File: config.mk
export PLATFORM = sky130hd
export DESIGN_NAME = msc_axis_seg
export DESIGN_NICKNAME = d
export VERILOG_FILES = /design/src/rtl/msc_axis_seg.sv
export SDC_FILE = /design/constraint.sdc
export NUM_CORES = 1
export LEC_CHECK = 0
export ABC_AREA = 0
export BUFFER_PORTS_ARGS = -buffer_cell sky130_fd_sc_hd__buf_2
export CORE_AREA = 2 2 39 41
export DETAILED_ROUTE_END_ITERATION = 10
export DIE_AREA = 0 0 41 43
export MAX_ROUTING_LAYER = met4
export PLACE_DENSITY = 0.66
export SLEW_MARGIN = 20
export SYNTH_ARGS = -nofsm -noshare
export SYNTH_HDL_FRONTEND = slang
export SYNTH_SLANG_ARGS = --single-unit
File: constraint.sdc
create_clock -name vclk -period 3.8
set_clock_uncertainty 0.05 [all_clocks]
set_input_delay 0.19 -clock vclk [all_inputs]
set_output_delay 0.19 -clock vclk [all_outputs]
set_load 0.05 [all_outputs]
File: src/rtl/msc_axis_seg.sv
// Legal arrival test for one dimension of the dimension-ordered route.
module msc_axis_seg #(
  parameter int unsigned W = 4
) (
  input  logic [W-1:0] here_i,
  input  logic [W-1:0] from_i,
  input  logic [W-1:0] to_i,
  input  logic         lane_ok_i,   // other-axis coordinate matches this phase
  input  logic [2:0]   port_i,
  input  logic [2:0]   port_up_i,   // arrival port when moving to larger coord
  input  logic [2:0]   port_dn_i,   // arrival port when moving to smaller coord
  output logic         ok_o
);
  logic up;
  logic in_up;
  logic in_dn;

  always_comb begin
    up    = to_i > from_i;
    in_up = (here_i > from_i) && (here_i <= to_i) && (port_i == port_up_i);
    in_dn = (here_i < from_i) && (here_i >= to_i) && (port_i == port_dn_i);
    ok_o  = lane_ok_i && (here_i != from_i) && (up ? in_up : in_dn);
  end
endmodule

# Word-level counts from Yosys, hierarchy flattened
# Cells that the tools add are included.
[totals]
register_bits = 0
output_inout_bits = 1
word_cells = 15
[op_classes]
magnitude_cmp = 5
eq_ne = 3
mux = 1
reduce_logical = 6
[op_table]
columns = ["cell", "count"]
rows = [
  ["4-bit > comparator", 2],
  ["3-bit equality test", 2],
  ["1-bit logical AND", 6],
  ["4-bit >= comparator", 1],
  ["4-bit less-or-equal comparator", 1],
  ["4-bit less-than comparator", 1],
  ["4-bit != test", 1],
  ["1-bit two-way mux", 1],
]

# Depth between registers and ports, before layout
[depth]
depth_word = 5
ltp_mapped = 7
depth_no_buf = 7

# Worst setup path before layout
# OpenSTA, ideal clock, no wires.
[synth_timing]
path_kind = "in2out"
startpoint = "in from_i[1]"
endpoint = "out ok_o"
arrival_ns = 2.065
required_ns = 3.560
path_slack_ns = 1.495
cell_stages = 7
path_buffers = 0
cell_sequence = "inv_1 -> ha_1 -> nor2b_4 -> o211ai_2 -> a21oi_1 -> or4_1 -> o21ai_1"
[synth_between]
elab_chain_len = 5
word_cells_on_any_way = 11
classes_between = "3 x order compare; 1 x eq/ne; 1 x mux; 6 x reduce/logical"
[synth_lines]
columns = ["item", "line", "text"]
rows = [
  ["start, declared", "6", "input logic [W-1:0] from_i,"],
  ["4-bit less-than comparator / 4-bit > comparator (equally long branches)", "21, 20", ""],
  ["1-bit logical AND, on equally long branches (2 in series)", "21, 20", ""],
  ["1-bit two-way mux", "22", "ok_o = lane_ok_i && (here_i != from_i) && (up ? in_up : in_dn);"],
  ["1-bit logical AND *", "22", ""],
  ["end, declared", "12", "output logic ok_o"],
]
# Every way passes the cells marked *; elsewhere a longest branch is shown, timed or not.

# Worst setup path in the final report
# Same ends and word-level chain as after synthesis.

==> reports/results.ini <==
[power]
p_leak_uw=0.000290
ir_worst_vdd_uv=37.4
powerDensity_nw_per_um2=107

[run]
maxCapViolCount=0

[placement]
place_inst=88
port_buffers=23
placed_area_um2=517
place_congestion=0.792

[critical_path]
crit_path_max_fanout=2
critPathKind=in2out
worstPathArrival_ns=1.90
endpoint_kind=output port
required_ns=3.56
cp-start-kind=primary input
crit_path_start=from_i[1]

[synth]
yosysTopAreaCellShare_pct=39.3
synth_fa_ha_area_share_pct=39.3
synth.most_common_cell=ha_1
synth_area_per_cell_um2=7.79
synthesis.nets=83
synth_top_family_by_area=adder cells
synth_area_um2=382
synth_top_area_cell=ha_1
ys_warn_count=0
synthCells=49
ys_seq_area_share_pct=0
synth_xor_area_share_pct=13.8
yosys-top-cells-area=ha_1 39%, inv_1 8.9%, xnor2_1 6.9%, xor2_1 6.9%, a21oi_1 5.2%
ys_top_cells_by_count=12 x ha_1, 9 x inv_1, 4 x a21oi_1
synth-simple-area-share_pct=17.7
synthMuxAreaShare_pct=0
synth_cell_types=18
synth-compound-area-share_pct=20.3

[finish]
seqCellArea_um2=0
drive_gt1_share_pct=36.1
fin_cells=88
finish.instance_area_um2=517
nClkBuffers=0
nNetsFinal=108
n_antenna_cell=0
nFlopsAndLatches=0
syn_to_final_growth_pct=35.4

[clock_network]
hold_buffers=0
postCtsSetupRepairBufs=0
cts_resized=0

[timing]
timing_hold_violations_final=0
setup_tns_ns=0
finalCritPeriodShare_pct=56.4
slew_viol_final=0
worst_slew_pin_slew_ns=0.281
relSlewSlack_pct=81.1
rsz0062_at_grt=false
fin_crit_ns=2.14
fmax_mhz=466
setup_viol=0

[route]
drt_iter0_drc=3
first_pass_iters=2
wirelength_um=795
final_antenna_net_count=0
vias=419
wire_per_inst_um=9.03
route.detailed.drc=0
routed_via_density=4.76

[global_route]
first_global_vias=404
grt_max_degree=5
grt_overflow=0
antenna_found_initial=0
grt_usage_pct=11.2
grt_pass1_wl_um=1460

[floorplan]
start_util_pct=27.6
top_level_ports=23
dieHeight_um=43
fp.coreArea_um2=1380
die_area_um2=1760
die_w_um=41
std_cell_rows=14

[worst_hold_path]
hold_path.class=in2out
hp-start=lane_ok_i

[run_status]
status=finished, final reports clean

critical path, stage by stage:
cell	delay, ns
buf_2	0.07
inv_1	0.05
ha_1	0.30
nor2b_4	0.13
o211ai_2	0.12
a21oi_1	0.10
or4_1	0.51
o21ai_1	0.14
buf_2	0.28
metal layers:
layer	vias to the layer above	routed length (µm)	track usage [%]	part of all wire (%)
li1	229	-	-	-
met1	174	384	15.8	48
met2	16	359	18.4	45
met3	0	50	0	6.3
met4	0	0	0	0
met5	-	0	-	0
kinds of logic after synthesis:
logic type                 Yosys count
AOI/OAI and AO/OA                   12
adders and majority gates           12
and+or+nand+nor                     10
buffers and inverters                9
xor gates and xnor gates             6
where the power goes:
group	switching, µW	internal (µW)
Clock	0	0
Sequential	0	0
Combinational	27.3	28.1
cell usage in the layout (no fill, tap or decap), drive strengths merged:
cell type,n
a21oi,4
xor2,3
nand2,3
xnor2,3
o211ai,2
buf,23
a31oi,1
ha,12
a211oi,1
inv,9
nor2b,1
o2111ai,1
o21ai,3
or4,1
nor4,1
and4,1
nand4,3
metrics by stage:
stage	util (%)	setup slack [ns]	hold slack, ns	power [µW]
5_1_grt	37.3	1.55	0.889	63.4
3_5_place_dp	37.3	1.66	0.841	56.1
3_3_place_gp	37.3	1.71	0.847	55.0
6_report	37.3	1.66	0.843	55.4
2_1_floorplan	-	1.49	0.761	34.4
4_1_cts	37.3	1.66	0.844	56.4
worst paths after layout:
check / end / depth (start not counted)
min: ok_o / 5
max: ok_o / 9
area by class of cell:
type / count / area [µm²]
multi-input combinational: 40 / 348
inverter: 9 / 33.8
tap: 16 / 20.0
timing repair buffer: 23 / 115
fill: 151 / 867
Power figures use the tool's default switching activity.
